**config.mk**
```make
export PLATFORM = sky130hd
export DESIGN_NAME = mt_accum_loop
export DESIGN_NICKNAME = d
export VERILOG_FILES = /design/src/rtl/mt_accum_loop.sv
export SDC_FILE = /design/constraint.sdc
export NUM_CORES = 1
export LEC_CHECK = 0
export BUFFER_PORTS_ARGS = -buffer_cell sky130_fd_sc_hd__buf_4
export CORE_MARGIN = 3
export CORE_UTILIZATION = 25
export CTS_BUF_LIST = sky130_fd_sc_hd__clkbuf_4 sky130_fd_sc_hd__clkbuf_8
export DETAILED_ROUTE_END_ITERATION = 7
export PLACE_DENSITY = 0.45
export SLEW_MARGIN = 20
export SYNTH_ARGS = -nofsm -noshare
export SYNTH_HDL_FRONTEND = slang
export SYNTH_SLANG_ARGS = --single-unit
export TNS_END_PERCENT = 50
```
**constraint.sdc**
```tcl
create_clock -name clk -period 4.2 [get_ports clk]
set_input_delay 0.42 -clock clk [delete_from_list [all_inputs] [get_ports clk]]
set_output_delay 0.42 -clock clk [all_outputs]
set_load 0.005 [all_outputs]
```
**src/rtl/mt_accum_loop.sv**
```systemverilog
module mt_accum_loop #(
  parameter int DW = 12,
  parameter int THREADS = 4,
  localparam int TW = $clog2(THREADS)
) (
  input  logic          clk,
  input  logic          rst,
  input  logic          iss_valid,
  input  logic [2:0]    iss_op,
  input  logic [DW-1:0] iss_b,
  input  logic          iss_zero_a,
  output logic [TW-1:0] cur_tid,
  output logic          out_valid,
  output logic [TW-1:0] out_tid,
  output logic [DW-1:0] out_data,
  output logic [THREADS-1:0] flag_zero,
  output logic [THREADS-1:0] flag_neg
);

  localparam logic [2:0] OP_ADD = 3'd0;
  localparam logic [2:0] OP_SUB = 3'd1;
  localparam logic [2:0] OP_AND = 3'd2;
  localparam logic [2:0] OP_OR  = 3'd3;
  localparam logic [2:0] OP_PSB = 3'd4;

  logic [DW-1:0] fb_q [THREADS];
  logic [DW-1:0] rs_q [THREADS];
  logic [TW-1:0] tg_q [THREADS];
  logic [THREADS-1:0] v_q, zr_q;
  logic [DW-1:0] op_a, alu;

  assign op_a = fb_q[THREADS-1];

  always_comb begin
    case (iss_op)
      OP_ADD:  alu = op_a + iss_b;
      OP_SUB:  alu = op_a - iss_b;
      OP_AND:  alu = op_a & iss_b;
      OP_OR:   alu = op_a | iss_b;
      OP_PSB:  alu = iss_b;
      default: alu = op_a;
    endcase
  end

  always_ff @(posedge clk) begin
    if (rst) cur_tid <= '0;
    else     cur_tid <= cur_tid + 1'b1;
  end

  always_ff @(posedge clk) begin
    if (rst) begin
      fb_q[0] <= '0;
      rs_q[0] <= '0;
      tg_q[0] <= '0;
      v_q[0]  <= 1'b0;
      zr_q[0] <= 1'b0;
    end else begin
      fb_q[0] <= iss_valid ? (iss_zero_a ? '0 : alu) : op_a;
      rs_q[0] <= iss_valid ? alu : op_a;
      tg_q[0] <= cur_tid;
      v_q[0]  <= iss_valid;
      zr_q[0] <= iss_valid & iss_zero_a;
    end
  end

  for (genvar i = 1; i < THREADS; i++) begin : g_stage
    always_ff @(posedge clk) begin
      if (rst) begin
        fb_q[i] <= '0;
        rs_q[i] <= '0;
        tg_q[i] <= '0;
        v_q[i]  <= 1'b0;
        zr_q[i] <= 1'b0;
      end else begin
        fb_q[i] <= fb_q[i-1];
        rs_q[i] <= rs_q[i-1];
        tg_q[i] <= tg_q[i-1];
        v_q[i]  <= v_q[i-1];
        zr_q[i] <= zr_q[i-1];
      end
    end
  end

  assign out_valid = v_q[THREADS-1];
  assign out_data  = rs_q[THREADS-1];
  assign out_tid   = tg_q[THREADS-1];

  always_ff @(posedge clk) begin
    if (rst) begin
      flag_zero <= '0;
      flag_neg  <= '0;
    end else if (out_valid) begin
      flag_zero[out_tid] <= (out_data == '0);
      flag_neg[out_tid]  <= out_data[DW-1];
    end
  end

  AST_OUT_TAG: assert property (@(posedge clk) disable iff (rst)
    out_valid |-> out_tid == cur_tid);
  AST_TID_STEP: assert property (@(posedge clk) disable iff (rst)
    !$past(rst) |-> cur_tid == $past(cur_tid) + 1'b1);
  AST_ZERO_RETURN: assert property (@(posedge clk) disable iff (rst)
    (v_q[THREADS-1] && zr_q[THREADS-1]) |-> op_a == '0);
  AST_IDLE_KEEP: assert property (@(posedge clk) disable iff (rst)
    !iss_valid |=> fb_q[0] == $past(op_a));
  AST_FLAG_UPD: assert property (@(posedge clk) disable iff (rst)
    out_valid |=> flag_zero[$past(out_tid)] == ($past(out_data) == '0));

endmodule

```
==> flow_metrics.py <==
metrics = {
    "sta": {
        "setup_tns_ns": 0,
        "clock.fmax_ghz": 0.3068,
        "hold_viol": 0,
        "setup_viol": 0,
        "holdWs_ns": 0.3222,
        "slew_headroom_pct": 47.98,
        "post-route-period-util_pct": 77.61,
        "drv_slew": 0,
        "rsz0062_at_grt": "false",
        "finalCriticalPeriod_ns": 3.260,
        "finClkSkew_ns": 0.006596,
        "tightestPinTransition_ns": 0.7606,
    },
    "logic_synthesis": {
        "synthTopCellsByArea": "dfxtp_1, nor2b_1, ha_1",
        "syn_area_sq_um": 4918,
        "synth_seq_cells": 118,
        "synth_edf_count": 0,
        "ys_warn_count": 0,
        "netlist_instances": 530,
        "muxShareOfSynthArea_pct": 2.264,
        "synth-adder-area-share_pct": 4.782,
        "post_synth_num_cell_types": 64,
        "synth_top_area_cell": "dfxtp_1",
        "synth_ff_type": "dfxtp_1",
        "ys_seq_area_share_pct": 48.03,
        "synthArstFlopShare_pct": 0,
        "netlist_top_cells_count": "dfxtp_1, nor2b_1, nor2_1",
        "synthXorXnorAreaFrac_pct": 2.137,
        "synth_top_area_share_pct": 48.03,
        "yosys.area_share.simple_pct": 22.26,
        "syn_nets": 564,
        "synth_top_family_by_area": "simple AND/OR/NAND/NOR gates",
        "synth_compound_area_share_pct": 15.06,
        "synth.avg_cell_area_sq_um": 9.280,
        "synth_most_common_cell": "dfxtp_1",
    },
    "hold_path": {
        "hp-start": "iss_zero_a",
        "whs_path_depth": 2,
        "hp-class": "in -> reg",
    },
    "global_routing": {
        "grt_pass1_vias": 3540,
        "grt_pass1_wl_microns": 18770,
        "grt_max_degree": 62,
        "antenna_found_initial": 0,
        "grt_overflow": 0,
        "gr-usage-all-layers_pct": 10.93,
    },
    "flow_run": {
        "cap_violations": 0,
    },
    "layout": {
        "instances_no_fill": 825,
        "antenna_cells": 0,
        "syn_to_final_growth_pct": 17.93,
        "layout.nets": 586,
        "multi_input_area_sq_um": 2287,
        "seqCellArea_sq_um": 2362,
        "drive_gt1_share_pct": 14.34,
        "num-fill-cells": 2046,
    },
    "setup_path": {
        "r2r_cells": 8,
        "cp.required_ns": 4.51,
        "slowest_stage": "a2111oi_0",
        "crit_type": "in -> reg",
        "worstSetupEndpointType": "flop",
        "reg2reg_from": "fb_q[1][12]",
        "cp_num_buf_inv": 1,
        "cp_top_family": "compound AO/OA/AOI/OAI gates",
        "worstPathArrival_ns": 3.57,
        "worstSetupStartpointType": "primary input",
        "slowest_delay_ns": 0.69,
        "worstSetupStartpoint": "iss_b[4]",
        "worstSetupPathDepth": 10,
        "crit_chain": "buf_4, or4_4, o41ai_1, xor2_1, ha_1, nand4_1, a2111oi_0, nor2_1, a211o_1, a21boi_1",
        "path_max_fanout": 7,
    },
    "clock_tree": {
        "cts-resized-gates": 0,
        "cts_tree": "built",
        "clockRootBuffer": "clkbuf_8",
        "path_clk_slew_ns": 0.07,
        "insertion_delay_ns": 0.42,
        "htree_levels": 4,
        "cts_buffer_depth": 2,
        "cts.sinks": 118,
        "postCtsSetupBuffers": 0,
        "cts-hold-fix-buffers": 0,
        "cts_buffers": 17,
    },
    "die": {
        "die_h_microns": 146.3,
        "die_area_sq_um": 21390,
        "num_io_pins": 44,
        "initial_core_util_pct": 25.86,
        "die_w_microns": 146.3,
        "core-area_sq_um": 19020,
        "row_count": 50,
    },
    "place": {
        "place_congestion": 0.8037,
        "port_buffers": 43,
        "dpl.cell_count": 793,
        "dpl.hpwl_microns": 7941,
    },
    "route": {
        "ant_nets": 0,
        "firstDrtPassIters": 4,
        "drt_iter0_markers": 163,
        "routed_wl_microns": 11560,
        "drcViolationCount": 0,
        "post_drt_via_cell_ratio": 4.423,
        "avgRoutedWirePerCell_microns": 14.01,
        "num_vias": 3649,
    },
    "power": {
        "p_per_area_nw_per_um2": 431.2,
        "p_leak_nw": 2.325,
        "peakVddDrop_mv": 0.2670,
        "total_power_mw": 2.501,
    },
    "run_status": {
        "outcome": "completed",
    },
}
## cells in the final DEF, fill, tap and decap left out, drive strengths merged, types with 6 or more instances in the layout
cell type,n
nand2,24
o21ai,31
mux2i,10
nand3,6
xnor2,6
nor3,11
xor2,6
buf,45
nor2,43
nor2b,89
clkbuf,18
a21boi,10
a21oi,25
ha,14
inv,17
a211oi,6
dfxtp,118
## stage by stage
stage / setup slack, ns / utilization (%) / area [sq um]
global placement: 0.6261 / 28.19 / 5361
detailed placement: 0.6126 / 28.19 / 5361
global route: 0.6566 / 30.50 / 5801
floorplan: 1.115 / - / 4918
finish: 0.9402 / 30.50 / 5801
CTS: 1.060 / 30.50 / 5801
## per-layer routing
metal	GRT usage, %	routed length (microns)	vias up
met3	3.259	682	19
li1	-	-	1840
met1	14.02	5314	1693
met2	17.09	5315	97
met4	4.751	246	0
met5	0	0	-
## where the power goes
group          leakage (nW)  internal [mW]  switching, mW
clock                 0.218          0.660          0.471
combinational          1.15         0.0861          0.128
sequential            0.958           1.15        0.00951
## cell type report
cell class,count,share of cell area (%)
flip-flops and latches,118,40.72
multi-input cells,357,39.43
repair buffers,45,5.824
well taps,260,5.608
clock buffers,18,4.163
clock inverters,14,3.408
inverters,13,0.8412
## sequential cells by signal, indices dropped and copies added (netlist names)
register,count
cur_tid,2
fb_q,48
flag_neg,4
flag_zero,4
out_valid,1
rs_q,48
tg_q,8
v_q,3
## cells by family (layout without fill, tap and decap cells)
group,after synthesis,in the layout
compound gates,114,114
xor+xnor,12,12
fa+ha+maj,19,19
buf+inv,55,90
flops,118,118
mux,11,11
simple gates,201,201
## worst register-to-register path, cell delays in order, from the launching register on
cell and delay, ns:
dfxtp_1 0.42, inv_1 0.09, ha_1 0.23, fa_1 0.41, nand2b_1 0.21, a2111oi_0 0.70
nor2_1 0.21, a211o_1 0.32, a21boi_1 0.13
## final timing paths
check / slack (ns) / end
max reg2reg: 1.39 / fb_q[0][10]
min: 0.32 / fb_q[0][4]
max: 0.94 / fb_q[0][10]
min reg2reg: 0.43 / fb_q[1][7]
(Power assumes the default switching activity.)
